### src/rtl/brc_pkg.sv
package brc_pkg;

  typedef enum logic [3:0] {
    SEL_OV_SET   = 4'h0,
    SEL_CY_SET   = 4'h1,
    SEL_Z_SET    = 4'h2,
    SEL_NOT_HI   = 4'h3,
    SEL_NEG      = 4'h4,
    SEL_ALWAYS   = 4'h5,
    SEL_SLT      = 4'h6,
    SEL_SLE      = 4'h7,
    SEL_OV_CLR   = 4'h8,
    SEL_CY_CLR   = 4'h9,
    SEL_Z_CLR    = 4'hA,
    SEL_HI       = 4'hB,
    SEL_POS      = 4'hC,
    SEL_SAT_SET  = 4'hD,
    SEL_SGE      = 4'hE,
    SEL_SGT      = 4'hF
  } brc_sel_e;

  typedef struct packed {
    logic z;
    logic s;
    logic cy;
    logic ov;
    logic sat;
  } brc_flags_t;

endpackage

### src/rtl/brc_cond_eval.sv
module brc_cond_eval
  import brc_pkg::*;
(
  input  logic [3:0]  sel_i,
  input  brc_flags_t  flags_i,
  output logic        taken_o
);

  logic signed_lt;
  logic signed_le;
  logic unsigned_nh;

  always_comb begin
    signed_lt   = flags_i.s ^ flags_i.ov;
    signed_le   = flags_i.z | signed_lt;
    unsigned_nh = flags_i.cy | flags_i.z;
  end

  always_comb begin
    unique case (brc_sel_e'(sel_i))
      SEL_OV_SET:  taken_o = flags_i.ov;
      SEL_CY_SET:  taken_o = flags_i.cy;
      SEL_Z_SET:   taken_o = flags_i.z;
      SEL_NOT_HI:  taken_o = unsigned_nh;
      SEL_NEG:     taken_o = flags_i.s;
      SEL_ALWAYS:  taken_o = 1'b1;
      SEL_SLT:     taken_o = signed_lt;
      SEL_SLE:     taken_o = signed_le;
      SEL_OV_CLR:  taken_o = ~flags_i.ov;
      SEL_CY_CLR:  taken_o = ~flags_i.cy;
      SEL_Z_CLR:   taken_o = ~flags_i.z;
      SEL_HI:      taken_o = ~unsigned_nh;
      SEL_POS:     taken_o = ~flags_i.s;
      SEL_SAT_SET: taken_o = flags_i.sat;
      SEL_SGE:     taken_o = ~signed_lt;
      SEL_SGT:     taken_o = ~signed_le;
      default:     taken_o = 1'b0;
    endcase
  end

endmodule

### src/rtl/brc_target_gen.sv
module brc_target_gen #(
  parameter int PC_W     = 32,
  parameter int DISP_W   = 9,
  parameter int SEQ_STEP = 2
) (
  input  logic [PC_W-1:0]   pc_i,
  input  logic [DISP_W-1:0] disp_i,
  input  logic              taken_i,
  output logic [PC_W-1:0]   next_pc_o
);

  localparam int EXT_W = PC_W - DISP_W;

  logic [PC_W-1:0] disp_ext;
  logic [PC_W-1:0] branch_pc;
  logic [PC_W-1:0] seq_pc;

  generate
    if (EXT_W > 0) begin : g_extend
      assign disp_ext = {{EXT_W{disp_i[DISP_W-1]}}, disp_i};
    end else begin : g_trunc
      assign disp_ext = disp_i[PC_W-1:0];
    end
  endgenerate

  always_comb begin
    branch_pc = pc_i + disp_ext;
    seq_pc    = pc_i + PC_W'(SEQ_STEP);
    next_pc_o = taken_i ? branch_pc : seq_pc;
  end

endmodule

### src/rtl/brc_out_reg.sv
module brc_out_reg #(
  parameter int PC_W = 32
) (
  input  logic            clk,
  input  logic            rst_n,
  input  logic            load_i,
  input  logic            taken_i,
  input  logic [PC_W-1:0] next_pc_i,
  output logic            taken_q,
  output logic [PC_W-1:0] next_pc_q
);

  logic            taken_d;
  logic [PC_W-1:0] next_pc_d;

  always_comb begin
    taken_d   = taken_q;
    next_pc_d = next_pc_q;
    if (load_i) begin
      taken_d   = taken_i;
      next_pc_d = next_pc_i;
    end
  end

  always_ff @(posedge clk or negedge rst_n) begin
    if (!rst_n) begin
      taken_q   <= 1'b0;
      next_pc_q <= '0;
    end else begin
      taken_q   <= taken_d;
      next_pc_q <= next_pc_d;
    end
  end

endmodule

### src/rtl/brc_unit.sv
module brc_unit
  import brc_pkg::*;
#(
  parameter int PC_W     = 32,
  parameter int DISP_W   = 9,
  parameter int SEL_W    = 4,
  parameter int SEQ_STEP = 2,
  parameter int SYNC_LEN = 2
) (
  input  logic              clk,
  input  logic              rst_n,
  input  logic              valid_i,
  input  logic [PC_W-1:0]   pc_i,
  input  logic [DISP_W-1:0] disp_i,
  input  logic [SEL_W-1:0]  sel_i,
  input  logic              flag_z_i,
  input  logic              flag_s_i,
  input  logic              flag_cy_i,
  input  logic              flag_ov_i,
  input  logic              flag_sat_i,
  output logic              taken_o,
  output logic [PC_W-1:0]   next_pc_o,
  output logic              taken_q,
  output logic [PC_W-1:0]   next_pc_q
);

  logic [SYNC_LEN-1:0] rst_pipe;
  logic                rst_sync_n;
  brc_flags_t          flags;

  always_ff @(posedge clk or negedge rst_n) begin
    if (!rst_n) rst_pipe <= '0;
    else        rst_pipe <= {rst_pipe[SYNC_LEN-2:0], 1'b1};
  end
  assign rst_sync_n = rst_pipe[SYNC_LEN-1];

  always_comb begin
    flags.z   = flag_z_i;
    flags.s   = flag_s_i;
    flags.cy  = flag_cy_i;
    flags.ov  = flag_ov_i;
    flags.sat = flag_sat_i;
  end

  brc_cond_eval u_cond (
    .sel_i   (sel_i[3:0]),
    .flags_i (flags),
    .taken_o (taken_o)
  );

  brc_target_gen #(
    .PC_W     (PC_W),
    .DISP_W   (DISP_W),
    .SEQ_STEP (SEQ_STEP)
  ) u_tgt (
    .pc_i      (pc_i),
    .disp_i    (disp_i),
    .taken_i   (taken_o),
    .next_pc_o (next_pc_o)
  );

  brc_out_reg #(
    .PC_W (PC_W)
  ) u_oreg (
    .clk       (clk),
    .rst_n     (rst_sync_n),
    .load_i    (valid_i),
    .taken_i   (taken_o),
    .next_pc_i (next_pc_o),
    .taken_q   (taken_q),
    .next_pc_q (next_pc_q)
  );

endmodule

### config.mk
export PLATFORM = sky130hd
export DESIGN_NAME = brc_unit
export DESIGN_NICKNAME = d
export VERILOG_FILES = /design/src/rtl/brc_pkg.sv /design/src/rtl/brc_cond_eval.sv /design/src/rtl/brc_target_gen.sv /design/src/rtl/brc_out_reg.sv /design/src/rtl/brc_unit.sv
export SDC_FILE = /design/constraint.sdc
export NUM_CORES = 1
export LEC_CHECK = 0
export ABC_AREA = 1
export BUFFER_PORTS_ARGS = -buffer_cell sky130_fd_sc_hd__buf_2
export CAP_MARGIN = 20
export CORE_MARGIN = 2
export CORE_UTILIZATION = 40
export CTS_CLUSTER_SIZE = 8
export DETAILED_ROUTE_END_ITERATION = 8
export PLACE_DENSITY = 0.74
export SYNTH_ARGS = -nofsm -noshare
export SYNTH_HDL_FRONTEND = slang
export SYNTH_SLANG_ARGS = --single-unit
### constraint.sdc
create_clock -name clk -period 1.9 [get_ports clk]
set_input_delay 0.095 -clock clk [delete_from_list [all_inputs] [get_ports clk]]
set_output_delay 0.095 -clock clk [all_outputs]
set_load 0.02 [all_outputs]
==> results of run 1 <==
==> kinds of logic after synthesis <==
family	Yosys count	synth area share, %
XOR/XNOR	38	6.627
adder cells (fa/ha/maj)	33	8.371
buffers and inverters	158	12.61
AND/OR/NAND/NOR	595	49.90
other	1	0.07467
AO/OA/AOI/OAI	44	4.983
flip-flops	35	17.44
==> per-layer routing <==
| layer | up-vias | track usage [%] | routed length [µm] |
|---|---|---|---|
| met4 | 0 | 7.698 | 560 |
| met2 | 255 | 40.94 | 8695 |
| met1 | 2981 | 32.09 | 7647 |
| li1 | 3248 | - | - |
| met3 | 44 | 1.621 | 1307 |
| met5 | - | 0 | 0 |
==> cell usage after synthesis, drive strengths merged <==
cell type  number  area (µm²)
and3            2       12.51
a21oi          18       90.09
conb            1       3.750
nor3b           1       7.510
a21o            1       7.510
nand3          74       397.9
buf             7       62.55
clkbuf          6       22.52
fa              1       20.02
nand4          18       112.6
ha             32       400.4
nor2           75       301.5
inv           144       543.0
nor3           10       50.05
and2           10       62.56
nand2         399        1520
xnor2          19       166.4
o211a           1       10.01
o21ai          12       60.05
nor4            1       6.260
dfrtp          35       875.8
o211ai          1       7.510
nand3b          3       22.52
clkinv          1       5.000
o21bai          4       30.03
xor2           19       166.4
o21a            1       7.510
or2             2       12.51
a31oi           6       37.54
==> cell type report <==
type	instances	area, µm²	share of cell area (%)
timing repair buffer	228	1538	19.78
sequential	35	875.8	11.27
clock inverter	1	7.507	0.09659
clock buffer	7	152.6	1.964
tap	168	210.2	2.704
multi-input combinational	711	4438	57.10
inverter	145	550.5	7.083
==> sequential cells by signal, summed over array words and instances, names as in the netlist <==
| signal | cells |
|---|---|
| rst_pipe | 2 |
| u_oreg.next_pc_q | 32 |
| u_oreg.taken_q | 1 |
==> per-stage QoR <==
step           utilization (%)  area, µm²  cells
6_report                 64.17       7772   1295
5_1_grt                  64.17       7772   1295
4_1_cts                  57.86       7008   1286
3_5_place_dp             53.55       6486   1275
3_3_place_gp             53.55       6486   1275
2_1_floorplan                -       5022    904
==> worst max-delay path, cell delays in order <==
cell and delay (ns):
clkbuf_16 0.17, ha_4 0.30, nand2_1 0.13, nor2_2 0.13, buf_4 0.12, nand2_1 0.08, nor2_2 0.17, nand2_2 0.08
nand3_2 0.10, nor2_1 0.05, nor2_1 0.08, nand2_1 0.10, nand2_2 0.09, buf_4 0.14
==> power by group through the flow <==
stage / sequential (W) / combinational (W) / clock (W)
finish: 0.000941 / 0.00276 / 0.000848
global route: 0.000956 / 0.00298 / 0.000889
CTS: 0.000942 / 0.00236 / 0.000868
detailed placement: 0.000952 / 0.00223 / 0
global placement: 0.000947 / 0.00221 / 0
floorplan: 0.00112 / 0.00120 / 0
==> how the worst max path moves through the flow <==
| stage | slack, ns | cells after the start | to | start |
|---|---|---|---|---|
| after detailed placement | -0.32 | 11 | next_pc_o[28] | disp_i[8] |
| after CTS | -0.03 | 11 | next_pc_o[12] | pc_i[7] |
| after global placement | -0.33 | 11 | next_pc_o[28] | disp_i[8] |
| final | -0.02 | 14 | next_pc_o[24] | disp_i[8] |
| after global routing | -0.11 | 14 | next_pc_o[24] | disp_i[8] |
| after floorplan | 0.04 | 13 | u_oreg.next_pc_q[16]$_DFFE_PN0P_ | pc_i[0] |
==> repair_timing <==
item,CTS,global route
hold buffers,1,0
pin swaps,7,44
resized for setup,60,160
endpoints found under the hold margin,2,0
gates cloned,0,1
setup buffers,2,8
endpoints found under the setup margin,26,26
==> metrics.cfg, run 1 <==
[status]
status = finished, violations left
failed_checks = negative setup slack

[die]
die_y_um = 116.1
rows = 40
initial_utilization_pct = 41.47
die-area_mm2 = 0.01347
core_mm2 = 0.01211
ios = 119
die_w_um = 116.1

[critical_path]
crit_type = in -> out
cp_max_fo = 9
endpoint_kind = primary output
worst-endpoint-required_ns = 1.80
rrSetupSlack_ns = 1.25
reg2reg_to = u_oreg.next_pc_q[14]$_DFFE_PN0P_
r2r-start = u_oreg.next_pc_q[14]$_DFFE_PN0P_
setup.worst_path.start_class = primary input
worst-r2r-cell-count = 2
crit_arrival_ns = 1.83

[placed_design]
dp_hpwl_um = 13410
post-place-ws_ns = -0.3246
numPortBuffers = 118
gp_congestion = 0.9686

[grt]
grt-ovfl-total = 0
grt_max_degree = 40
grtUsageTotal_pct = 23.89
antenna_found_initial = 0
grt_pass1_vias = 5656
grt_pass1_wl_um = 25700

[timing]
period_needed_ns = 1.921
setup_violations = 5
finalWorstSetupSlack_ns = -0.02149
max_freq_ghz = 0.5204
finalHoldWorstSlack_ns = 0.1270
clock_skew_ns = 0.002162
rsz0062_at_grt = yes
slew_violations = 0
hold_violations = 0
setup-tns-final_ns = -0.04570
finalCritPeriodShare_pct = 101.1

[detailed_routing]
first_iter_violations = 462
drc = 0
wire_per_inst_um = 14.06
postRouteWirelength_um = 18210
antenna_left = 0
first_pass_iters = 5
via_count = 6528
avgViaCountPerCell = 5.041

[cells_and_area]
layout.nets = 1212
area_delta_synth_final_pct = 54.76
drive_above_1_share_pct = 38.15
diodes = 0
fillers = 1003
final_common_cell = nand2_1
final_cell_mix = nand2_1 (340), inv_1 (136), buf_4 (116)

[synth]
syn-num-nets = 990
ys_ff_latch = 35
syn_area_mm2 = 0.005022
syn_inst = 904
yosys_warnings = 0
ys_types = 40
avgSynthCellArea_um2 = 5.556
ys_seq_area_share_pct = 17.44

[hold_path]
hp-class = in -> async

[power_and_ir_drop]
combPwrFrac_pct = 60.6
power_density_mw_per_mm2 = 584.8
finalPower_w = 0.004546
p_int_w = 0.002542
p_leak_nw = 4.216
peakVddDrop_v = 0.0003457
p_seq_share_pct = 20.7
share_clk_of_total_power_pct = 18.6
p_sw_share_pct = 44.08
switching_power_w = 0.002004

[cts]
cts-root-buf = clkbuf_16
cts_tree = yes
cts_sinks = 35
clkSlewWorstSetupHoldPaths_ns = 0.05
clock_latency_ns = 0.28
cts_made_buffers = 5
htree_num_levels = 2
clockBufferDepth = 2

[flow_run]
drv_cap = 0

Note: power is estimated with default switching activity, not from simulation.
==> run 2, diff against run 1 <==
- RECOVER_POWER: not set -> 50
==> metrics.cfg, run 2 (synthesis results as in run 1) <==
[grt]
grtUsageTotal_pct = 23.89  ; unchanged
grt-ovfl-total = 0  ; unchanged
grt_pass1_vias = 5656  ; unchanged
grt_pass1_wl_um = 25700  ; unchanged
antenna_found_initial = 0  ; unchanged
grt_max_degree = 40  ; unchanged

[cts]
clkSlewWorstSetupHoldPaths_ns = 0.05  ; about the same
cts_made_buffers = 5  ; unchanged
htree_num_levels = 2  ; unchanged
clock_latency_ns = 0.28  ; about the same
cts_sinks = 35  ; unchanged
clockBufferDepth = 2  ; unchanged
cts_tree = yes
cts-root-buf = clkbuf_16

[critical_path]
critPathSlowestCell = ha_1
worst-endpoint-required_ns = 1.80  ; about the same
cp_max_fo = 4  ; -5
max_stage_delay_ns = 0.30  ; about the same
worst-path-buf-inv = 3  ; unchanged
setup.worst_path.start_class = primary input
worstPathCellList = buf_2 -> buf_6 -> ha_1 -> nand2_1 -> nand2_1 -> nand3_1 -> nand2_2 -> nand2_1 -> nand2_2 -> nand2_2 -> nand2_1 -> nand2_1 -> nand3_2 -> and2_4 -> buf_4
endpoint_kind = primary output
cpMostUsedCell = nand2_1
crit_arrival_ns = 1.84  ; about the same
cp_top_family = simple AND/OR/NAND/NOR gates
crit_type = in -> out

[timing]
finalCritPeriodShare_pct = 101.6  ; +0.50 points
tightest_slew_ns = 0.7757
relSlewSlack_pct = 48.29
rsz0062_at_grt = yes
period_needed_ns = 1.931  ; +0.009462 ns
max_freq_ghz = 0.5179  ; -0.49%
clock_skew_ns = 0.002237  ; +0.00007541 ns
slew_violations = 0  ; unchanged
hold_violations = 0  ; unchanged
setup-tns-final_ns = -0.05689  ; -0.01119 ns
finalWorstSetupSlack_ns = -0.03096  ; -0.009462 ns
setup_violations = 5  ; unchanged

[die]
die_y_um = 116.1  ; unchanged
ios = 119  ; unchanged
core_mm2 = 0.01211  ; unchanged
die_w_um = 116.1  ; unchanged
initial_utilization_pct = 41.47  ; unchanged
rows = 40  ; unchanged
die-area_mm2 = 0.01347  ; unchanged

[cells_and_area]
regMostFlops = u_oreg.next_pc_q
largest_reg_flops = 32  ; unchanged
fillers = 1019  ; +1.6%
top_regs = u_oreg.next_pc_q: 32 flops, rst_pipe: 2 flops, u_oreg.taken_q: 1 flops
register_area_um2 = 875.8  ; unchanged
final_cell_mix = nand2_1 (340), inv_1 (136), buf_4 (115)
drive_above_1_share_pct = 36.11  ; -2.0 points
multi_input_area_mm2 = 0.004438  ; unchanged
layoutNonFillerInstCount = 1295  ; unchanged
area_delta_synth_final_pct = 54.14
final_common_cell = nand2_1
layout.nets = 1212  ; unchanged
diodes = 0  ; unchanged

[power_and_ir_drop]
share_clk_of_total_power_pct = 18.7  ; about the same
switching_power_w = 0.002009  ; +0.26%
p_sw_share_pct = 44.39  ; +0.31 points
p_seq_share_pct = 20.9  ; +0.2 points
p_leak_nw = 4.145  ; -1.7%
peakVddDrop_v = 0.0003410  ; -1.4%
combPwrFrac_pct = 60.4  ; -0.2 points
p_int_w = 0.002517  ; -0.98%
power_density_mw_per_mm2 = 584.7  ; about the same

[placed_design]
post-place-ws_ns = -0.3246  ; unchanged
gp_congestion = 0.9686  ; unchanged
place_inst = 1275  ; unchanged
numPortBuffers = 118  ; unchanged
dp_hpwl_um = 13410  ; unchanged

[detailed_routing]
wire_per_inst_um = 14.10  ; +0.27%
antenna_left = 0  ; unchanged
drc = 0  ; unchanged
first_pass_iters = 6  ; +1
avgViaCountPerCell = 5.044  ; about the same
first_iter_violations = 459  ; -0.65%
postRouteWirelength_um = 18260  ; +0.27%
via_count = 6532  ; +0.061%

[status]
failed_checks = negative setup slack
status = finished, violations left

[hold_path]
hp-class = in -> async

[flow_run]
drv_cap = 0  ; unchanged

## run 2: cell types whose count changed in the layout (fill, tap and decap cells not counted), sizes merged
cell | before | now
clkbuf | 8 | 32
buf | 226 | 202
## run 2: power by group through the flow
| stage | clock network (W) | logic (W) | registers, W |
|---|---|---|---|
| 2_1_floorplan | 0 | 0.00120 | 0.00112 |
| 3_3_place_gp | 0 | 0.00221 | 0.000947 |
| 3_5_place_dp | 0 | 0.00223 | 0.000952 |
| 4_1_cts | 0.000868 | 0.00236 | 0.000942 |
| 5_1_grt | 0.000889 | 0.00296 | 0.000959 |
| 6_report | 0.000847 | 0.00273 | 0.000944 |
## run 2: cell type report
cell class | instances | share of cell area [%]
tap | 168 | 2.715
clock buffer | 7 | 1.972
clock inverter | 1 | 0.09698
timing repair buffer | 228 | 19.46
inverter | 145 | 7.112
multi-input combinational | 711 | 57.33
sequential | 35 | 11.31
## run 2: path summary, 6_finish.rpt
path / cells past startpoint / to / slack (ns) / startpoint
worst min-delay path: 2 / rst_pipe[1]$_DFF_PN0_ / 0.13 / rst_n
worst min register to register: 0 / rst_pipe[1]$_DFF_PN0_ / 0.34 / rst_pipe[0]$_DFF_PN0_
worst max register to register: 1 / u_oreg.next_pc_q[3]$_DFFE_PN0P_ / 1.00 / rst_pipe[1]$_DFF_PN0_
worst max-delay path: 15 / next_pc_o[29] / -0.03 / pc_i[1]
min in group clk: 3 / u_oreg.next_pc_q[8]$_DFFE_PN0P_ / 0.22 / valid_i
max in group asynchronous: 1 / u_oreg.next_pc_q[3]$_DFFE_PN0P_ / 1.00 / rst_pipe[1]$_DFF_PN0_
## run 2: layer usage
metal,up-vias,part of all wire [%],track usage [%]
met5,-,0,0
met4,0,3.2,7.698
met3,48,7.6,1.621
met2,269,48,40.94
met1,2968,42,32.09
li1,3247,-,-
## run 2: repair_timing
| action | 4_1_cts | 5_1_grt |
|---|---|---|
| hold buffers | 1 | 0 |
| gates resized for setup | 60 | 160 |
| cloned | 0 | 1 |
| buffers inserted | 2 | 8 |
| pin swaps | 7 | 44 |
| endpoints found under the hold margin | 2 | 0 |
| endpoints found under the setup margin | 26 | 26 |
## run 2: through the flow
stage / cell area, µm² / power (W) / util, % / hold WS (ns)
after global routing: 7741 / 0.004805 / 63.92 / 0.1340
after global placement: 6486 / 0.003160 / 53.55 / -0.1197
after CTS: 7008 / 0.004169 / 57.86 / 0.1217
final: 7741 / 0.004526 / 63.92 / 0.1303
after floorplan: 5022 / 0.002317 / - / -0.2006
after detailed placement: 6486 / 0.003185 / 53.55 / -0.1143
